[config.mk]
export PLATFORM = sky130hd
export DESIGN_NAME = fracn_div
export DESIGN_NICKNAME = d
export VERILOG_FILES = /design/src/rtl/fracn_pkg.sv /design/src/rtl/fracn_rst_sync.sv /design/src/rtl/fracn_cfg_check.sv /design/src/rtl/fracn_accum.sv /design/src/rtl/fracn_presc_seq.sv /design/src/rtl/fracn_div.sv
export SDC_FILE = /design/constraint.sdc
export NUM_CORES = 1
export LEC_CHECK = 0
export ABC_AREA = 1
export BUFFER_PORTS_ARGS = -buffer_cell sky130_fd_sc_hd__buf_2
export CAP_MARGIN = 20
export CORE_ASPECT_RATIO = 1.25
export CORE_MARGIN = 2
export CORE_UTILIZATION = 50
export DETAILED_ROUTE_END_ITERATION = 12
export GPL_TIMING_DRIVEN = 0
export PLACE_DENSITY = 0.67
export SLEW_MARGIN = 10
export SYNTH_ARGS = -nofsm -noshare
export SYNTH_HDL_FRONTEND = slang
export SYNTH_HIERARCHICAL = 1
export SYNTH_SLANG_ARGS = --single-unit
[constraint.sdc]
create_clock -name clk -period 3.24 [get_ports clk]
set_clock_uncertainty 0.15 [all_clocks]
set_input_delay 0 -clock clk [delete_from_list [all_inputs] [get_ports clk]]
set_output_delay 0 -clock clk [all_outputs]
set_load 0.05 [all_outputs]
[src/rtl/fracn_pkg.sv]
package fracn_pkg;
  localparam int unsigned NW = 15;
  localparam int unsigned FW = 4;

  typedef enum logic [1:0] {
    MS_BASE  = 2'b00,
    MS_PLUS1 = 2'b01,
    MS_PLUS4 = 2'b10,
    MS_PLUS5 = 2'b11
  } msel_e;

  typedef struct packed {
    logic          hi;
    logic [NW-1:0] n;
    logic [FW-1:0] f;
    logic          d15;
  } fcfg_t;
endpackage

[src/rtl/fracn_rst_sync.sv]
module fracn_rst_sync (
  input  logic clk,
  input  logic rst_n,
  output logic srst_n
);
  logic s1_q, s2_q;

  always_ff @(posedge clk or negedge rst_n) begin
    if (!rst_n) begin
      s1_q <= 1'b0;
      s2_q <= 1'b0;
    end else begin
      s1_q <= 1'b1;
      s2_q <= s1_q;
    end
  end

  assign srst_n = s2_q;
endmodule

[src/rtl/fracn_cfg_check.sv]
module fracn_cfg_check
  import fracn_pkg::*;
#(
  parameter int unsigned N_MIN_HI = 80,
  parameter int unsigned N_MAX_HI = 32767,
  parameter int unsigned N_MIN_LO = 40,
  parameter int unsigned N_MAX_LO = 16383
) (
  input  fcfg_t cfg,
  output logic  ok
);
  localparam logic [NW-1:0] MIN_HI = N_MIN_HI[NW-1:0];
  localparam logic [NW-1:0] MAX_HI = N_MAX_HI[NW-1:0];
  localparam logic [NW-1:0] MIN_LO = N_MIN_LO[NW-1:0];
  localparam logic [NW-1:0] MAX_LO = N_MAX_LO[NW-1:0];

  logic [NW-1:0] lo_lim, hi_lim;
  logic [FW:0]   den;
  logic          n_ok, f_ok;

  always_comb begin
    lo_lim = cfg.hi ? MIN_HI : MIN_LO;
    hi_lim = cfg.hi ? MAX_HI : MAX_LO;
    den    = cfg.d15 ? 5'd15 : 5'd16;
    n_ok   = (cfg.n >= lo_lim) && (cfg.n <= hi_lim);
    f_ok   = {1'b0, cfg.f} < den;
    ok     = n_ok && f_ok;
  end
endmodule

[src/rtl/fracn_accum.sv]
module fracn_accum
  import fracn_pkg::*;
(
  input  logic          clk,
  input  logic          rst_n,
  input  logic          step,
  input  logic [FW-1:0] f,
  input  logic          d15,
  output logic          carry,
  output logic [FW-1:0] acc_o
);
  logic [FW-1:0] acc_q, acc_d;
  logic [FW:0]   sum, den;

  always_comb begin
    den   = d15 ? 5'd15 : 5'd16;
    sum   = {1'b0, acc_q} + {1'b0, f};
    carry = (sum >= den);
    acc_d = acc_q;
    if (step) begin
      if (carry) acc_d = FW'(sum - den);
      else       acc_d = sum[FW-1:0];
    end
  end

  always_ff @(posedge clk or negedge rst_n) begin
    if (!rst_n) acc_q <= '0;
    else        acc_q <= acc_d;
  end

  assign acc_o = acc_q;
endmodule

[src/rtl/fracn_presc_seq.sv]
module fracn_presc_seq
  import fracn_pkg::*;
#(
  parameter int unsigned P_HI = 16,
  parameter int unsigned P_LO = 8
) (
  input  logic        clk,
  input  logic        rst_n,
  input  logic        en,
  input  logic        load,
  input  logic        hi,
  input  logic [NW:0] total,
  output logic        last,
  output msel_e       msel
);
  localparam int unsigned PH_SH = $clog2(P_HI);
  localparam int unsigned PL_SH = $clog2(P_LO);
  localparam int unsigned BW    = NW + 1 - PL_SH;
  localparam int unsigned PCW   = $clog2(P_HI + 6);
  localparam logic [3:0]  MASK_HI = 4'(P_HI - 1);
  localparam logic [3:0]  MASK_LO = 4'(P_LO - 1);

  logic          hi_q, hi_d;
  logic [BW-1:0] b_q, b_d, bidx_q, bidx_d, bidx_nx;
  logic [1:0]    a_q, a_d, c_q, c_d;
  logic [PCW-1:0] pcnt_q, pcnt_d;

  logic [BW-1:0] ld_b;
  logic [3:0]    rem4;
  logic [1:0]    ld_a, ld_c;

  function automatic logic [PCW-1:0] mod_m1(input logic h, input logic la, input logic lc);
    logic [PCW-1:0] m;
    m = h ? PCW'(P_HI - 1) : PCW'(P_LO - 1);
    if (la) m = m + PCW'(1);
    if (lc) m = m + PCW'(4);
    return m;
  endfunction

  always_comb begin
    ld_b = hi ? BW'(total >> PH_SH) : BW'(total >> PL_SH);
    rem4 = total[3:0] & (hi ? MASK_HI : MASK_LO);
    ld_a = rem4[1:0];
    ld_c = rem4[3:2];
  end

  assign last    = (pcnt_q == '0) && (bidx_q == b_q - BW'(1));
  assign bidx_nx = bidx_q + BW'(1);

  always_comb begin
    hi_d   = hi_q;
    b_d    = b_q;
    a_d    = a_q;
    c_d    = c_q;
    bidx_d = bidx_q;
    pcnt_d = pcnt_q;
    if (load) begin
      hi_d   = hi;
      b_d    = ld_b;
      a_d    = ld_a;
      c_d    = ld_c;
      bidx_d = '0;
      pcnt_d = mod_m1(hi, ld_a != 2'd0, ld_c != 2'd0);
    end else if (en) begin
      if (pcnt_q != '0) begin
        pcnt_d = pcnt_q - PCW'(1);
      end else if (!last) begin
        bidx_d = bidx_nx;
        pcnt_d = mod_m1(hi_q, bidx_nx < BW'(a_q), bidx_nx < BW'(c_q));
      end
    end
  end

  always_ff @(posedge clk or negedge rst_n) begin
    if (!rst_n) begin
      hi_q   <= 1'b0;
      b_q    <= '0;
      a_q    <= '0;
      c_q    <= '0;
      bidx_q <= '0;
      pcnt_q <= '0;
    end else begin
      hi_q   <= hi_d;
      b_q    <= b_d;
      a_q    <= a_d;
      c_q    <= c_d;
      bidx_q <= bidx_d;
      pcnt_q <= pcnt_d;
    end
  end

  assign msel = msel_e'({bidx_q < BW'(c_q), bidx_q < BW'(a_q)});
endmodule

[src/rtl/fracn_div.sv]
module fracn_div
  import fracn_pkg::*;
#(
  parameter int unsigned P_HI     = 16,
  parameter int unsigned P_LO     = 8,
  parameter int unsigned N_MIN_HI = 80,
  parameter int unsigned N_MAX_HI = 32767,
  parameter int unsigned N_MIN_LO = 40,
  parameter int unsigned N_MAX_LO = 16383
) (
  input  logic          clk,
  input  logic          rst_n,
  input  logic          en,
  input  logic          band_hi,
  input  logic [NW-1:0] n_int,
  input  logic [FW-1:0] frac_num,
  input  logic          den15,
  output logic          div_pulse,
  output logic [1:0]    mod_sel,
  output logic          cfg_err
);
  logic          srst_n;
  fcfg_t         cfg_in, cfg_q, cfg_d, cfg_nx;
  logic          in_ok, armed_q, armed_d, bnd, last, carry;
  logic [NW:0]   total;
  logic [FW-1:0] acc_w;
  msel_e         msel_w;

  fracn_rst_sync u_rst (.clk(clk), .rst_n(rst_n), .srst_n(srst_n));

  assign cfg_in = '{hi: band_hi, n: n_int, f: frac_num, d15: den15};

  fracn_cfg_check #(
    .N_MIN_HI(N_MIN_HI), .N_MAX_HI(N_MAX_HI),
    .N_MIN_LO(N_MIN_LO), .N_MAX_LO(N_MAX_LO)
  ) u_chk_in (.cfg(cfg_in), .ok(in_ok));

  always_comb begin
    bnd     = en && (!armed_q || last);
    cfg_nx  = in_ok ? cfg_in : cfg_q;
    cfg_d   = bnd ? cfg_nx : cfg_q;
    armed_d = armed_q || en;
    total   = {1'b0, cfg_nx.n} + {{NW{1'b0}}, carry};
  end

  always_ff @(posedge clk or negedge srst_n) begin
    if (!srst_n) begin
      armed_q <= 1'b0;
      cfg_q   <= '{hi: 1'b0, n: N_MIN_LO[NW-1:0], f: '0, d15: 1'b0};
    end else begin
      armed_q <= armed_d;
      cfg_q   <= cfg_d;
    end
  end

  fracn_accum u_acc (
    .clk(clk), .rst_n(srst_n), .step(bnd),
    .f(cfg_nx.f), .d15(cfg_nx.d15), .carry(carry), .acc_o(acc_w)
  );

  fracn_presc_seq #(.P_HI(P_HI), .P_LO(P_LO)) u_seq (
    .clk(clk), .rst_n(srst_n), .en(en), .load(bnd),
    .hi(cfg_nx.hi), .total(total), .last(last), .msel(msel_w)
  );

  assign div_pulse = armed_q && en && last;
  assign mod_sel   = msel_w;
  assign cfg_err   = !in_ok;
endmodule

**Word level (Yosys, flattened, before mapping)**

Cells that the tools add are included.

- Add/sub/neg operators: 10
- Magnitude comparators: 8
- Eq/ne operators: 4
- Muxes and demuxes: 27
- Bitwise logic cells: 1
- Reductions and logical operators: 17

Operators by type and width:

| kind | number |
|---|---|
| 5-bit 2-to-1 mux | 15 |
| 13-bit 2-to-1 mux | 5 |
| 13-bit by 2-bit less-than comparator with 1-bit output | 4 |
| 21-bit 2-to-1 mux | 1 |
| 15-bit by 1-bit adder with 16-bit output | 1 |
| 4-bit 2-to-1 mux | 4 |
| 15-bit >= comparator | 1 |
| 15-bit <= comparator | 1 |
| 15-bit 2-to-1 mux | 1 |
| 13-bit by 1-bit adder with 13-bit output (second input constant) | 1 |
| 13-bit equality test | 1 |
| 13-bit by 1-bit subtractor with 13-bit output (second input constant) | 1 |
| 5-bit by 1-bit adder with 5-bit output (second input constant) | 2 |
| 5-bit by 3-bit adder with 5-bit output (second input constant) | 2 |
| 7-bit 2-to-1 mux | 1 |
| 1-bit logical AND | 6 |
| 2-bit nonzero test | 3 |
| 4-bit by 4-bit adder with 5-bit output | 1 |
| 5-bit >= comparator | 1 |
| 5-bit zero test | 1 |
| 4-bit by 5-bit less-than comparator with 1-bit output | 1 |
| 5-bit nonzero test | 1 |
| 5-bit by 1-bit subtractor with 5-bit output (second input constant) | 1 |
| 4-bit AND | 1 |
| other kinds (7) | 10 |

- Flip-flop bits (word level): 63
- Input bits: 24
- Output and inout port bits: 4
- Logic and storage cells: 80

**Longest topological paths before layout**

- Word-level depth: 15
- Mapped depth: 36
- Gate-level depth less buffers: 33

**Hierarchy**

The synthesis kept the hierarchy.

By module, submodules not included:

| module | instances | cells each | area an instance (um^2) | seq. area each (um^2) |
|---|---|---|---|---|
| fracn_presc_seq | 1 | 414 | 2920.3 | 900.9 |
| fracn_div | 1 | 216 | 1542.7 | 553.0 |
| fracn_accum | 1 | 78 | 553.0 | 100.1 |
| fracn_cfg_check | 1 | 53 | 274.0 | 0.0 |
| fracn_rst_sync | 1 | 3 | 53.8 | 50.0 |

**Worst setup path after synthesis**

OpenSTA, ideal clock, no wires.

- Path type: in2reg
- Start: input band_hi
- End: register u_seq.pcnt_q[3]
- Library setup time: 0.117 ns
- Arrival: 4.397 ns
- Slack: -1.424 ns
- Stages on the path: 32
- Cells stage by stage: inv_1 -> ha_1 -> nand2_1 -> nand2_1 -> nor2_1 -> nand2_1 -> a21oi_1 -> nor2_1 -> buf_6 -> buf_8 -> buf_4 -> nand2_1 -> o21ai_0 -> ha_1 -> fa_1 -> xnor2_1 -> inv_1 -> ha_1 -> nand2_1 -> nand2_2 -> a21oi_2 -> nand3_2 -> ha_1 -> ha_1 -> nor2_1 -> inv_1 -> ha_1 -> or2_2 -> nand3_1 -> nand2_1 -> nand2_1 -> nand2_1

RTL lines:

| what | line | RTL |
|---|---|---|
| from (decl) | fracn_div.sv:14 | `input logic band_hi,` |
| to (signal assigned) | fracn_presc_seq.sv:88 | `pcnt_q <= pcnt_d;` |
| to (decl) | fracn_presc_seq.sv:26 | `logic [PCW-1:0] pcnt_q, pcnt_d;` |

==> impl_summary.md <==
Critical path
The internal reg-to-reg setup slack is -0.46 ns. The family with the most delay on the worst path is adder cells. The critical path endpoint category is a flop. The critical path required time is 3.31 ns. The critical-path cell with the highest stage delay is fa_2. The delay of the slowest critical-path stage is 0.40 ns. The cell that appears most often on the critical path is nand2_1.

The nature of the critical path startpoint is a primary input. Of all nets on the critical path, the largest fanout is 7. The endpoint arrival time on the critical path is 4.08 ns.

Counting both buffers and inverters, the worst setup path holds a total of 6. The classification of the worst setup path is in2reg.

Clock network
The clock tree from TritonCTS is yes. The number of clock buffers inserted by TritonCTS is 9. The clock latency at the later pin of the worst-skew pair is about 0.33 ns. CTS placed an instance of clkbuf_16 at the clock tree root. In this run the number of H-tree levels came out at 3. The CTS clock-pin slew for the worst setup and hold paths is 0.06 ns. CTS saw 64 sinks. In this run the deepest clock path goes through 2 buffers.

Die
After floorplanning, the core was divided into 42 placement rows. The vertical die dimension is 119.6 um. The starting density of the core is 0.5085. The floorplan die width is roughly 96 um. The die covers 11540 sq um. For this design the top-level I/O count stands at 28. The total area inside the core boundary comes to 10510 sq um.

Layout
The library cells used most frequently in the layout, excluding fill and tap cells, are 218 x nand2_1, 79 x inv_1, 61 x dfrtp_1. In the final layout, flip-flops and latches occupy 1608 sq um. The end-of-flow core utilization is 0.6349.

The final antenna diode count is 0. In the final layout, the share of cells above drive strength 1 is 0.2633. The combined area of the multi-input logic cells is 3577 sq um. Fill cells in the final layout number 923. The most common cell after layout, fill and taps aside is nand2_1. From synthesis to final layout, the design area changed by 24.87%.

At the end of the flow, the number of nets in the layout was about 890. Once layout is complete, the cells apart from fillers number 975.

Placement
The count of buffers added on input and output ports is 27. The HPWL after detailed placement is ~10 mm. At the end of routability-driven placement, the weighted congestion stood at ~0.85. The number of placed instances, taps included, is 924.

Power
The total power consumption of the routed design is 3.710 mW. Of the total power, combinational logic draws 0.485. The net switching power is 1.493 mW. The leakage power is 3.157 nW.

The power share of the clock group is 0.240. Of the total power, registers draw 0.275. The maximum resistive drop on vdd is around 0.38 mV. The internal power summed over all cells is 2.218 mW. The power density relative to cell area is 556.0 nW/um^2. The switching power share of the total is 0.4023.

Drt
The first TritonRoute pass finished after 4 iterations. Dividing the detail-routed wire length by the instance count gives about 14 um. Using the TritonRoute via totals, the vias-per-cell ratio works out to between 5 and 6. The DRC violation total after the first TritonRoute iteration is between 200 and 250. In the routed design, unresolved DRC markers number 0. The total vias in the final route is around 5200. The count of nets left with antenna violations once routing finished came out at 0.

After detailed routing, the total wire length is 13.87 mm.

Flow run
The max-capacitance violation count is 0.

Worst hold path
The class of the tightest hold or removal check is reg2async.

STA
The worst setup slack after layout is -0.7717 ns. Hold timing on the final database bottoms out at a slack of 0.01278 ns. The post-route clock period utilization is 1.238.

Setup violations remaining at the end of the flow were counted as 22. The tightest slew margin relative to the limit is 0.4669. Setup repair after global routing could not meet its margin everywhere. For the pin with the worst max-slew slack, the measured transition is 0.7912 ns. The final max-slew violation count is 0.

The timing-limited maximum frequency is 249.3 MHz. The final count of hold timing violations is 0. The clock period minus worst slack is 4.012 ns. The total negative slack for setup checks is -8.984 ns.

Yosys
The synthesized instance count is roughly 760. The post-synthesis net count is about 820. Sorting the synthesized cells by area gives the leading types as dfrtp_1 29%, nand2_1 16%, ha_1 6.6%. The sequential share of the synthesized area is 0.3002. The average footprint of a synthesized cell is between 6 and 7 sq um. The flip-flop cell with the highest count after synthesis is dfrtp_1. After synthesis, the share of flip-flops with an asynchronous set or reset is 1.000. For this run, the number of Yosys warnings is 6. The most area-hungry cell type in the Yosys netlist is dfrtp_1.

The cell area that synthesis handed to floorplanning was between 5000 and 6000 sq um. The flip-flop and latch count after synthesis is 64. The synthesized design contains 0 enable-type register cells. Of the post-synthesis cell area, the dominant cell type holds 0.2903. The distinct cell type count after synthesis is 43.

Outcome
The checks that failed: negative setup slack. The flow ran to the end, but the final reports show violations.

Global routing
The total overflow left after global routing is 0. The total global routing track utilization is 0.2541. The number of antenna violations at the first check in global routing was 0.

The via count of the first global-routing pass came to about 5200. The first global-routing pass estimated 23.17 mm of wire. Entering global routing, the biggest net connects 54 pins.
## routing by layer
metal,vias to the layer above,global-route usage,wire length (um)
met1,2433,0.2845,5609
met3,26,0.03829,437
li1,2624,-,-
met4,0,0.1048,384
met5,-,0,0
met2,89,0.4666,7434
## synth_stat cells (all sizes together), types with 2 or more instances
| master | number |
|---|---|
| nand4 | 17 |
| buf | 12 |
| xor2 | 20 |
| o221ai | 11 |
| o31ai | 8 |
| or2 | 4 |
| inv | 96 |
| nor2 | 72 |
| dfstp | 2 |
| o21ai | 55 |
| clkbuf | 7 |
| nand3b | 5 |
| xnor2 | 5 |
| o21bai | 3 |
| dfrtp | 62 |
| nand3 | 67 |
| fa | 2 |
| clkinv | 5 |
| a21oi | 15 |
| nor3 | 10 |
| ha | 28 |
| nand2 | 251 |
| a31oi | 3 |
## registers in the layout, indices dropped and copies added (netlist names)
signal / cells
u_acc/acc_o: 4
cfg_q: 21
u_seq/hi_q: 1
u_seq/b_q: 13
u_rst/srst_n: 1
u_seq/c_q: 2
u_rst/s1_q: 1
armed_q: 1
u_seq/bidx_q: 13
u_seq/pcnt_q: 5
u_seq/a_q: 2
## cells by family after synthesis
| group | Yosys count | share of synthesized area |
|---|---|---|
| DFF | 64 | 0.3002 |
| AOI/OAI and AO/OA | 97 | 0.1070 |
| buffers and inverters | 120 | 0.09576 |
| other | 1 | 0.0007017 |
| and+or+nand+nor | 427 | 0.3823 |
| xor gates and xnor gates | 25 | 0.04097 |
| adders and majority gates | 30 | 0.07305 |
## power groups by stage
stage	registers, mW	logic (mW)	clock network, mW
after global placement	1.04	1.48	0
after CTS	1.02	1.69	0.910
final	1.02	1.80	0.891
after global routing	1.04	2.01	0.945
after detailed placement	1.03	1.55	0
after floorplan	1.01	1.25	0
## cell type report
cell class	instances	area share
Buffer	17	0.02325
Sequential cell	64	0.2410
Multi-Input combinational cell	580	0.5361
Clock inverter	3	0.002625
Clock buffer	13	0.03750
Tap cell	132	0.02475
Inverter	101	0.06038
Timing Repair Buffer	65	0.07444
## per-stage QoR
stage / setup slack (ns) / area (sq um)
CTS: -0.8062 / 6462
global placement: -1.584 / 5823
detailed placement: -1.653 / 5854
floorplan: -0.8645 / 5523
finish: -0.7717 / 6673
global route: -0.9512 / 6673
## repair_timing
action	in CTS	in global routing
setup buffers	17	10
endpoints found under the hold margin	19	0
resized for setup	34	43
pin swaps	19	38
cloned	0	0
hold buffers	12	0
setup endpoints to repair	59	40
## final timing paths
path,cells after the start,endpoint,from
max in group asynchronous,1,cfg_q[10],u_rst/srst_n
min,0,u_acc/acc_o[0],u_rst/srst_n
max reg2reg,23,u_seq/pcnt_q[3],cfg_q[1]
max,33,u_seq/pcnt_q[3],band_hi
min in group clk,5,cfg_q[17],n_int[12]
min reg2reg,0,u_acc/acc_o[0],u_rst/srst_n
No activity file was read; power rests on OpenSTA's default activity.
